===== config.mk =====
export PLATFORM = sky130hd
export DESIGN_NAME = scl_clk_gen
export DESIGN_NICKNAME = d
export VERILOG_FILES = /design/src/rtl/scl_gen_pkg.sv /design/src/rtl/scl_prescaler.sv /design/src/rtl/scl_phase_timer.sv /design/src/rtl/scl_phase_ctrl.sv /design/src/rtl/scl_clk_gen.sv
export SDC_FILE = /design/constraint.sdc
export NUM_CORES = 1
export LEC_CHECK = 0
export BUFFER_PORTS_ARGS = -buffer_cell sky130_fd_sc_hd__buf_2
export CORE_UTILIZATION = 64
export DETAILED_ROUTE_END_ITERATION = 8
export GPL_TIMING_DRIVEN = 0
export PLACE_DENSITY = 0.91
export SETUP_SLACK_MARGIN = 0.2
export SYNTH_ARGS = -nofsm -noshare
export SYNTH_HDL_FRONTEND = slang
export SYNTH_SLANG_ARGS = --single-unit

===== constraint.sdc =====
create_clock -name clk -period 7.1 [get_ports clk]
set_input_delay 0.71 -clock clk [delete_from_list [all_inputs] [get_ports clk]]
set_output_delay 0.71 -clock clk [all_outputs]
set_load 0.01 [all_outputs]

===== src/rtl/scl_gen_pkg.sv =====
package scl_gen_pkg;

  typedef enum logic [1:0] {
    PH_IDLE = 2'd0,
    PH_LOW  = 2'd1,
    PH_HIGH = 2'd2
  } phase_e;

  // base ticks added to each programmed phase count
  localparam int unsigned PHASE_BASE   = 7;
  // largest amount the prescaler setting may trim from the base
  localparam int unsigned PSC_TRIM_MAX = 2;

endpackage


===== src/rtl/scl_prescaler.sv =====
module scl_prescaler #(
  parameter int unsigned PSC_W = 4
) (
  input  logic             clk,
  input  logic             rst_n,
  input  logic             run,
  input  logic             clear,
  input  logic [PSC_W-1:0] div,
  output logic             tick
);

  logic [PSC_W-1:0] cnt_q;
  logic [PSC_W-1:0] cnt_d;
  logic             at_top;

  always_comb begin
    at_top = (cnt_q == div);
    cnt_d  = cnt_q;
    if (clear) begin
      cnt_d = '0;
    end else if (at_top) begin
      cnt_d = '0;
    end else begin
      cnt_d = cnt_q + 1'b1;
    end
  end

  always_ff @(posedge clk or negedge rst_n) begin
    if (!rst_n) begin
      cnt_q <= '0;
    end else begin
      cnt_q <= cnt_d;
    end
  end

  assign tick = run && at_top;

endmodule


===== src/rtl/scl_phase_timer.sv =====
module scl_phase_timer #(
  parameter int unsigned LEN_W = 9
) (
  input  logic             clk,
  input  logic             rst_n,
  input  logic             clear,
  input  logic             tick,
  input  logic             hold,
  input  logic [LEN_W-1:0] len,
  output logic             done
);

  logic [LEN_W-1:0] cnt_q;
  logic [LEN_W-1:0] cnt_d;
  logic             adv;
  logic             last;

  always_comb begin
    adv   = tick && !hold;
    last  = (cnt_q == (len - 1'b1));
    done  = adv && last && !clear;
    cnt_d = cnt_q;
    if (clear) begin
      cnt_d = '0;
    end else if (adv) begin
      cnt_d = last ? '0 : (cnt_q + 1'b1);
    end
  end

  always_ff @(posedge clk or negedge rst_n) begin
    if (!rst_n) begin
      cnt_q <= '0;
    end else begin
      cnt_q <= cnt_d;
    end
  end

endmodule


===== src/rtl/scl_phase_ctrl.sv =====
module scl_phase_ctrl
  import scl_gen_pkg::*;
#(
  parameter int unsigned PSC_W = 4,
  parameter int unsigned CNT_W = 8,
  parameter int unsigned LEN_W = CNT_W + 1
) (
  input  logic             clk,
  input  logic             rst_n,
  input  logic             en,
  input  logic             done,
  input  logic [PSC_W-1:0] psc_in,
  input  logic [CNT_W-1:0] lo_in,
  input  logic [CNT_W-1:0] hi_in,
  output phase_e           phase,
  output logic [PSC_W-1:0] sh_psc,
  output logic [LEN_W-1:0] cur_len,
  output logic             scl_drv
);

  phase_e           phase_q, phase_d;
  logic [PSC_W-1:0] psc_q, psc_d;
  logic [LEN_W-1:0] lo_len_q, lo_len_d;
  logic [LEN_W-1:0] hi_len_q, hi_len_d;
  logic             scl_q, scl_d;
  logic             load;
  logic [1:0]       trim;
  logic [LEN_W-1:0] lo_len_in;
  logic [LEN_W-1:0] hi_len_in;

  always_comb begin
    trim      = (32'(psc_in) >= PSC_TRIM_MAX) ? 2'(PSC_TRIM_MAX) : 2'(psc_in);
    lo_len_in = LEN_W'(lo_in) + LEN_W'(PHASE_BASE) - LEN_W'(trim);
    hi_len_in = LEN_W'(hi_in) + LEN_W'(PHASE_BASE) - LEN_W'(trim);
  end

  always_comb begin
    phase_d = phase_q;
    if (!en) begin
      phase_d = PH_IDLE;
    end else begin
      case (phase_q)
        PH_IDLE: phase_d = PH_LOW;
        PH_LOW:  if (done) phase_d = PH_HIGH;
        PH_HIGH: if (done) phase_d = PH_LOW;
        default: phase_d = PH_IDLE;
      endcase
    end
    load     = !en || (phase_q == PH_IDLE) || done;
    psc_d    = load ? psc_in    : psc_q;
    lo_len_d = load ? lo_len_in : lo_len_q;
    hi_len_d = load ? hi_len_in : hi_len_q;
    scl_d    = (phase_d != PH_LOW);
  end

  always_ff @(posedge clk or negedge rst_n) begin
    if (!rst_n) begin
      phase_q  <= PH_IDLE;
      psc_q    <= '0;
      lo_len_q <= '0;
      hi_len_q <= '0;
      scl_q    <= 1'b1;
    end else begin
      phase_q <= phase_d;
      scl_q   <= scl_d;
      if (load) begin
        psc_q    <= psc_d;
        lo_len_q <= lo_len_d;
        hi_len_q <= hi_len_d;
      end
    end
  end

  assign phase   = phase_q;
  assign sh_psc  = psc_q;
  assign cur_len = (phase_q == PH_HIGH) ? hi_len_q : lo_len_q;
  assign scl_drv = scl_q;

endmodule


===== src/rtl/scl_clk_gen.sv =====
module scl_clk_gen
  import scl_gen_pkg::*;
#(
  parameter int unsigned PSC_W = 4,
  parameter int unsigned CNT_W = 8
) (
  input  logic             clk,
  input  logic             rst_n,
  input  logic             en,
  input  logic [PSC_W-1:0] psc,
  input  logic [CNT_W-1:0] low_cnt,
  input  logic [CNT_W-1:0] high_cnt,
  input  logic             scl_in,
  output logic             scl_o,
  output logic             tick
);

  localparam int unsigned LEN_W = CNT_W + 1;

  phase_e           phase_q;
  logic [PSC_W-1:0] sh_psc;
  logic [LEN_W-1:0] cur_len;
  logic             run;
  logic             clear;
  logic             hold;
  logic             done;

  assign run   = (phase_q != PH_IDLE);
  assign clear = !en || !run;
  assign hold  = (phase_q == PH_HIGH) && !scl_in;

  scl_prescaler #(.PSC_W(PSC_W)) u_pre (
    .clk   (clk),
    .rst_n (rst_n),
    .run   (run),
    .clear (clear),
    .div   (sh_psc),
    .tick  (tick)
  );

  scl_phase_timer #(.LEN_W(LEN_W)) u_tmr (
    .clk   (clk),
    .rst_n (rst_n),
    .clear (clear),
    .tick  (tick),
    .hold  (hold),
    .len   (cur_len),
    .done  (done)
  );

  scl_phase_ctrl #(.PSC_W(PSC_W), .CNT_W(CNT_W), .LEN_W(LEN_W)) u_ctl (
    .clk     (clk),
    .rst_n   (rst_n),
    .en      (en),
    .done    (done),
    .psc_in  (psc),
    .lo_in   (low_cnt),
    .hi_in   (high_cnt),
    .phase   (phase_q),
    .sh_psc  (sh_psc),
    .cur_len (cur_len),
    .scl_drv (scl_o)
  );

endmodule


==> results.txt, run 1 <==
- Crit-path slowest cell: nor4_2
- The cell count after synthesis came out at about 260.
- The largest total area in the synthesized netlist belongs to dfrtp_1.
* TritonCTS clock tree: built
* Post-synth ARST share: 1.000
- Sequential cell area fraction in the yosys report: 0.3481
- Sink count of the clock tree: 38
- Count of flip-flops with a built-in enable after synthesis: 0
- Startpoint Class: flop
* Placer congestion estimate: 0.8171
- Remaining routing DRC violations: 0
- Synth top area share: 0.3385
- Signal arrival time at the worst endpoint: between 3 and 4 ns
* Setup tns final: 0 ns
- Power comes to approximately 560 uW.
- The via count of the first global-routing pass is 2,001.
* Total via count in the routed design: 2,029
- In the final routed layout, each cell accounts on average for around 16 um.
- Ordered list of cells on the worst path: nor2b_2, buf_6, buf_12, mux2i_1, ha_1, xnor2_1, xnor2_1, nand3_1, or4_4, nor4_2, buf_6, mux2i_1
* Sum of net half-perimeters after detailed placement: approximately 4.1 mm
- Counting I/O delays and the setup requirement, the final critical path takes between 3 and 4 ns.
- Among all cell types in the netlist, the one instantiated most often is dfrtp_1.
- Post-route design area: between 0.003 and 0.004 mm^2
* Tightest Hold Check Type: input port to asynchronous set/reset pin
* Start-to-end type of the worst setup path: flop to flop
* Final setup violation count: 0
- Counting every net in the synthesized netlist gives approximately 300.
- STA puts the critical path data required time at 7.32 ns.
* Cell area after placement: about 0.0029 mm^2
* Number of antenna diodes: 0
- Run status: finished clean
* Row count: 23
- CP peak stage delay: 0.64 ns
- In this run the number of H-tree levels came out at 2.
* Synth top area cells: dfrtp_1, ha_1, mux2_4
* Fin. Hold Viols: 0
- The commonest cells after synthesis are dfrtp_1, ha_1, nor2_1, xnor2_1, mux2_4.
- For this run the aggregate overflow at the end of global routing stands at 0.
- Standard cell core area: a little over 0.004 mm^2
- Wire length of the first global-routing pass: 8.694 mm
* Buffers added on ports: 25
- Fmax achieved: 280.0 MHz
- Setup repair after global routing left no endpoint under its margin.
- Part of the cycle the worst path needs: 0.5030
* Maximum number of buffers from clock root to sink: 2
- From left edge to right edge, the die measures approximately 67 um.
- After synthesis the netlist holds a flip-flop and latch count of 38.
- Each instance of the synthesized netlist takes up on average 10.56 um^2.
- Max VDD drop: roughly 0.095 mV
- Nets: 340
- On the final layout, the worst clock skew is 0.004680 ns.
- Leakage power figure: about 0.0014 uW
- Initial cell density of the core: 0.6741
- Actual transition at the worst max-transition pin: roughly 0.83 ns
- After layout, the worst setup slack is ~3.5 ns.
* Pwr per Cell Area: roughly 180 mW/mm^2
- In the global route stage, overall resource usage came out at 0.2644.
- The synthesized netlist occupies a cell area of ~0.0027 mm^2.
* Share of layout cells above drive strength 1: 0.2226
- CP Capture Type: flop
* Pin count of the biggest net entering global routing: 39
- Dividing the detail-routed via count by the number of cells gives slightly below 6.
- Wires add up to about 5.3 mm.
* Clk pin slew, worst setup/hold paths: about 0.070 ns
- Number of antenna violations at the first check in global routing: 0
- Dominant delay contributor by cell family on the critical path: simple AND/OR/NAND/NOR gates
- CTS root buf: clkbuf_8
* Quantity of gates resized following cts: 0
- The number of setup buffers added after CTS is 0.
* YS warnings: 0
- Together, buffers and inverters on the worst path number 3.
* Count of different cell masters after synthesis: 44
- Worst-case setup slack after placement: around 3.6 ns
- MaxCap Viol Count: 0
* Number of clock buffers inserted by TritonCTS: 5
- Die extent in y: about 67 um
- For this run, the detailed router's first-pass iteration total came to 4.
- Overall die area: between 0.004 and 0.005 mm^2
* Post-synthesis to final-layout area growth: 10.34%
* Number of pins with negative max-slew slack in the final report: 0
- Ys flop type: dfrtp_1
* I/O pins: 26
- Along the worst path, the maximum fanout reaches 10.
- Clock latency on the worst-skew pair, taken at its later pin, is 0.29 ns.
* 1st-iter DRT viols: 134
* Post-DRT Antenna Nets: 0
* Quantity of hold-fixing buffers added after cts: 0
* Worst max-slew margin expressed relative to the limit: 0.4394
state kept, by name, summed over array words and instances, names as in the netlist:
name	count
u_ctl.hi_len_q	9
u_ctl.lo_len_q	9
u_ctl.phase	2
u_ctl.scl_drv	1
u_ctl.sh_psc	4
u_pre.cnt_q	4
u_tmr.cnt_q	9
final cells by class:
cell class | instances | area (um^2)
Tap cell | 50 | 62.56
Multi-Input combinational cell | 202 | 1665
Inverter | 12 | 45.04
Timing Repair Buffer | 25 | 125.1
Sequential cell | 38 | 952.2
Clock inverter | 2 | 12.51
Buffer | 7 | 72.57
Clock buffer | 6 | 82.58
Fill cell | 280 | 1040
through the flow:
stage / hold WS [ns] / cells / util
6_report: 0.5150 / 342 / 0.7438
5_1_grt: 0.5546 / 342 / 0.7438
4_1_cts: 0.5256 / 342 / 0.7438
3_5_place_dp: 0.5022 / 334 / 0.7203
3_3_place_gp: 0.4961 / 334 / 0.7203
2_1_floorplan: 0.4144 / 259 / -
path summary, 6_finish.rpt:
path / start / endpoint / slack [ns] / depth (start not counted)
worst min register to register: u_ctl.hi_len_q[1]$_DFFE_PN0P_ / u_ctl.hi_len_q[1]$_DFFE_PN0P_ / 0.53 / 1
max in group asynchronous: rst_n / u_ctl.hi_len_q[0]$_DFFE_PN0P_ / 6.07 / 1
worst min-delay path: rst_n / u_tmr.cnt_q[5]$_DFFE_PN0P_ / 0.52 / 1
worst max-delay path: u_ctl.phase[1]$_DFF_PN0_ / u_ctl.scl_drv$_DFF_PN1_ / 3.53 / 12
min in group clk: u_ctl.hi_len_q[1]$_DFFE_PN0P_ / u_ctl.hi_len_q[1]$_DFFE_PN0P_ / 0.53 / 1
worst max register to register: u_ctl.phase[1]$_DFF_PN0_ / u_ctl.scl_drv$_DFF_PN1_ / 3.53 / 12
kinds of logic after synthesis:
family / Yosys count / synth area share
muxes: 31 / 0.1441
xor gates and xnor gates: 31 / 0.09927
adders and majority gates: 25 / 0.1199
AOI/OAI and AO/OA: 35 / 0.08737
DFF: 38 / 0.3481
buffers and inverters: 19 / 0.04300
and+or+nand+nor: 80 / 0.1583
routing by layer:
metal	vias up	part of all wire	GRT usage
met3	10	0.045	0.04392
li1	993	-	-
met1	970	0.41	0.3015
met2	56	0.53	0.4888
met4	0	0.020	0.09840
met5	-	0	0
cells in the final DEF, fill, tap and decap left out, drive strengths merged, types with 9 or more instances in the layout:
master,Yosys,final
dfrtp,37,37
buf,5,30
ha,23,23
mux2,19,19
nor2,17,17
xnor2,17,17
xor2,14,14
inv,12,12
mux2i,12,12
nor3,11,11
nand2,11,11
nand3,9,9
power breakdown:
part | switching (uW) | internal [uW] | total, uW
Combinational | 70.0 | 74.8 | 145
Sequential | 18.1 | 239 | 257
Clock | 75.3 | 78.0 | 153
(Power assumes the default switching activity.)
==> run 2: changes to the inputs <==
Settings changed: ABC_AREA from default to 1, CORE_UTILIZATION 64 to 60, PLACE_DENSITY 0.91 to 0.86.
Clock period 7.1 ns to 3.65 ns, I/O delays scaled along.
==> results.txt, run 2 <==
- Run status: finished clean
* CP Capture Type: flop
* End of the worst register-to-register path: u_ctl.hi_len_q[6]$_DFFE_PN0P_
- The starting utilization of the core area came to 0.6276 (-0.04644).
- The warning count from the yosys run came to 0 (unchanged).
- The maximum number of pins on one net before global-route repair came to 39 (unchanged).
- The clock input transition at the sequential cells of the worst setup and hold paths was 0.08 ns (about the same).
- Post-layout min period: 2.786 ns (-0.7855 ns)
* Pwr per Cell Area: 395.3 mW/mm^2 (+110%)
- The clock latency reported for the late side of the worst-skew pair was 0.30 ns (about the same).
* Synth top cells by count: nand2_1, nand3_1, inv_1
* Critical path required time: 3.83 ns (-3.49 ns)
- Post-synthesis to final-layout area growth: 11.61%
* Most repeated library cell on the critical path: nand2_1
- Quantity of hold-fixing buffers added after cts: 0 (unchanged)
* Grt total ovfl: 0 (unchanged)
* Registers with the most flip-flops: u_ctl.hi_len_q: 9 flops, u_ctl.lo_len_q: 9 flops, u_tmr.cnt_q: 9 flops
- Adder-cell share of the synthesized area: 0.1099 (-0.01000)
- The worst slew margin relative to its limit came to 0.4495 (+0.01010).
* Final standard cell count with taps included and fillers excluded: 519 (+52%)
* Quantity of gates resized following cts: 0 (unchanged)
* Source of the critical timing path: u_ctl.phase[0]$_DFF_PN0_
- Buffers added on ports: 25 (unchanged)
- Buffer count from post-CTS setup fixing: 0 (unchanged)
- RSZ-0062 raised after global routing: no
- The complex-gate fraction of the synthesized area came to 0.04906 (-0.03832).
- 1st-iter DRT viols: 232 (+73%)
- Xor and xnor fraction of the mapped netlist area: 0.07631 (-0.02296)
- Sink count of the clock tree: 38 (unchanged)
- Leakage power figure: 0.001813 uW (+33%)
- The overall die area came to 0.005260 mm^2 (+16%).
- Number of antenna violations at the first check in global routing: 0 (unchanged)
* Total nets after synthesis: 468 (+52%)
- By area the synthesized netlist is led by dfrtp_1, nand2_1, ha_1.
* Seq cells post-synth: 38 (unchanged)
- Mean instance size in the synthesized netlist: 7.122 um^2 (-33%)
- The routed via count divided by cell count was 5.347 (-9.9%).
- Count of different cell masters after synthesis: 30 (-32%)
- Post-route clock skew: 0.008271 ns (+0.003592 ns)
- Fin. Hold Viols: 0 (unchanged)
* Most common library cell in the layout ignoring fill and taps: nand2_1
- Post-DRT Antenna Nets: 0 (unchanged)
* Detailed Routing Iterations Pass 1: 5 (+1)
- Remaining routing DRC violations: 0 (unchanged)
- Yosys instantiated no cell more often than nand2_1.
* Post-Syn Area: 0.002984 mm^2 (+9.1%)
- Start-to-end type of the worst setup path: flop to flop
* Setup tns final: 0 ns (unchanged)
- Number of global-route vias before repair: 2,611 (+30%)
* Sum of net half-perimeters after detailed placement: 5.049 mm (+23%)
- The mean routed wirelength per cell came to 12.60 um (-19%).
- CTS root buf: clkbuf_8
- The detailed-route via count was 2,775 (+37%).
- Nets: 500 (+47%)
- The critical path goes through inv_2, nand2_4, nand2_1, nand2_1, ha_1, xor2_1, nand2_1, nor2_1, nand3_1, nor2_1, nand2_1, nor2_4, nand3_4, buf_2, nand3_1, nand2_1.
- Fmax achieved: 359.0 MHz (+28%)
- Total track usage: 0.2733 (+0.008961)
- The global-route wire length before repair is 11.24 mm (+29%).
* Standard cell core area: 0.004755 mm^2 (+17%)
- The final hold slack came to 0.1602 ns (-0.3548 ns).
- Among all flip-flop cells after synthesis, the most frequent one is dfrtp_1.
* Actual transition at the worst max-transition pin: 0.8257 ns (-0.008214 ns)
- The largest driver fanout on the critical path came to 10 (unchanged).
* Post-Synth Simple-Gate Area: 0.3631 (+0.2048)
- Aggregate routed wire length: 6.539 mm (+23%)
- TritonCTS built the clock tree.
- The fraction of synthesized area in multiplexers is 0 (-0.1441).
- The number of standard cells after synthesis came to 419 (+62%).
- Crit-path slowest cell: dfrtp_1
- Number of antenna diodes: 0 (unchanged)
- Number of cells after detailed placement: 511 (+53%)
* Maximum number of buffers from clock root to sink: 2 (unchanged)
* MaxCap Viol Count: 0 (unchanged)
- The fraction of synthesis flops using an asynchronous set or reset pin was 1.000 (unchanged).
- The proportion of layout cells with a drive suffix above 1 is 0.1283 (-0.09428).
- The row count is 25 (+8.7%).
- The maximum cell stage delay along the critical path is 0.45 ns (-0.19 ns).
- The weighted congestion at the end of routability-driven global placement was 0.8942 (+9.4%).
* CTS HTree Levels: 2 (unchanged)
* Yosys top cell by area: dfrtp_1
* Tightest Hold Check Type: input port to asynchronous set/reset pin
* Overall die width: 72.53 um (+7.6%)
* Max VDD drop: 0.2317 mV (+140%)
- The number of max-slew violations in the final report is 0 (unchanged).
- Dominant combinational cell family by area after synthesis: simple AND/OR/NAND/NOR gates
* Die extent in y: 72.53 um (+7.6%)
* Part of the cycle the worst path needs: 0.7632 (+0.2602)
- Synth top area share: 0.3103 (-0.02825)
- The number of clock buffers inserted by TritonCTS is 5 (unchanged).
- I/O pins: 26 (unchanged)
* Sequential cell area fraction in the yosys report: 0.3191 (-0.02905)
* Source of the worst register-to-register timing path: u_ctl.phase[0]$_DFF_PN0_
- Signal arrival time at the worst endpoint: 2.97 ns (-0.83 ns)
- The number of synthesized flops with an enable pin was 0 (unchanged).
- Most frequent cells in the layout: nand2_1, nand3_1, inv_1, dfrtp_1, buf_2
- The logic depth of the worst register-to-register path came to 16 (+4).
* Startpoint Class: flop
- The internal reg-to-reg setup slack is 0.86 ns (-2.66 ns).
- The total of endpoints with negative setup slack in the final report was 0 (unchanged).
run 2: cell types whose count changed after synthesis, sizes merged, moves of 9 or more:
cell and change:
nor3 -9, mux2i -12, inv +38, nor2 +14, xnor2 -10, nand3 +49, mux2 -19, nand2 +137
run 2: final cells by class:
cell class              count  area (um^2)
multi-input cells         323         1785
clock buffers               5        68.82
inverters                  50        187.7
plain buffers               8        58.81
well taps                  67        83.83
fillers                   389         1424
clock inverters             3        68.82
repair buffers             25        125.1
flip-flops and latches     38        952.2
run 2: through the flow:
stage	setup WS (ns)	instance area, um^2	total power [uW]	util
2_1_floorplan	1.270	2984	791.9	-
3_3_place_gp	0.6678	3193	871.8	0.6716
3_5_place_dp	0.5791	3193	888.0	0.6716
4_1_cts	0.8797	3331	1315	0.7005
5_1_grt	0.6549	3331	1394	0.7005
6_report	0.8645	3331	1317	0.7005
run 2: how the worst max path moves through the flow:
stage | slack (ns) | endpoint
3_3_place_gp | 0.67 | u_ctl.hi_len_q[7]$_DFFE_PN0P_
4_1_cts | 0.88 | u_ctl.lo_len_q[7]$_DFFE_PN0P_
5_1_grt | 0.65 | u_ctl.sh_psc[3]$_DFFE_PN0P_
6_report | 0.86 | u_ctl.hi_len_q[6]$_DFFE_PN0P_
3_5_place_dp | 0.58 | u_ctl.lo_len_q[7]$_DFFE_PN0P_
2_1_floorplan | 1.27 | u_ctl.hi_len_q[7]$_DFFE_PN0P_
run 2: routing by layer:
| layer | wire [um] | GRT usage | up-vias | part of all wire |
|---|---|---|---|---|
| met5 | 0 | 0 | - | 0 |
| met4 | 129 | 0.08497 | 0 | 0.020 |
| met3 | 251 | 0.04444 | 15 | 0.038 |
| met2 | 3228 | 0.4652 | 75 | 0.49 |
| met1 | 2929 | 0.3568 | 1291 | 0.45 |
| li1 | - | - | 1394 | - |
run 2: critical path: cells and delay by family, from the launching register on:
kind / cells / cell delay, ns
XOR/XNOR: 1 / 0.18
adder cells (fa/ha/maj): 1 / 0.34
buffers and inverters: 2 / 0.39
flip-flops: 1 / 0.45
AND/OR/NAND/NOR: 12 / 1.31
run 2: where the power goes:
part	switching [uW]	internal, uW
Clock	154	274
Combinational	238	140
Sequential	43.0	467
run 2: cells by family (layout without fill, tap and decap cells):
kind of cell	after synthesis	in the layout
flops	38	38
xor+xnor	26	26
fa+ha+maj	25	25
buf+inv	58	91
compound gates	26	26
simple gates	246	246
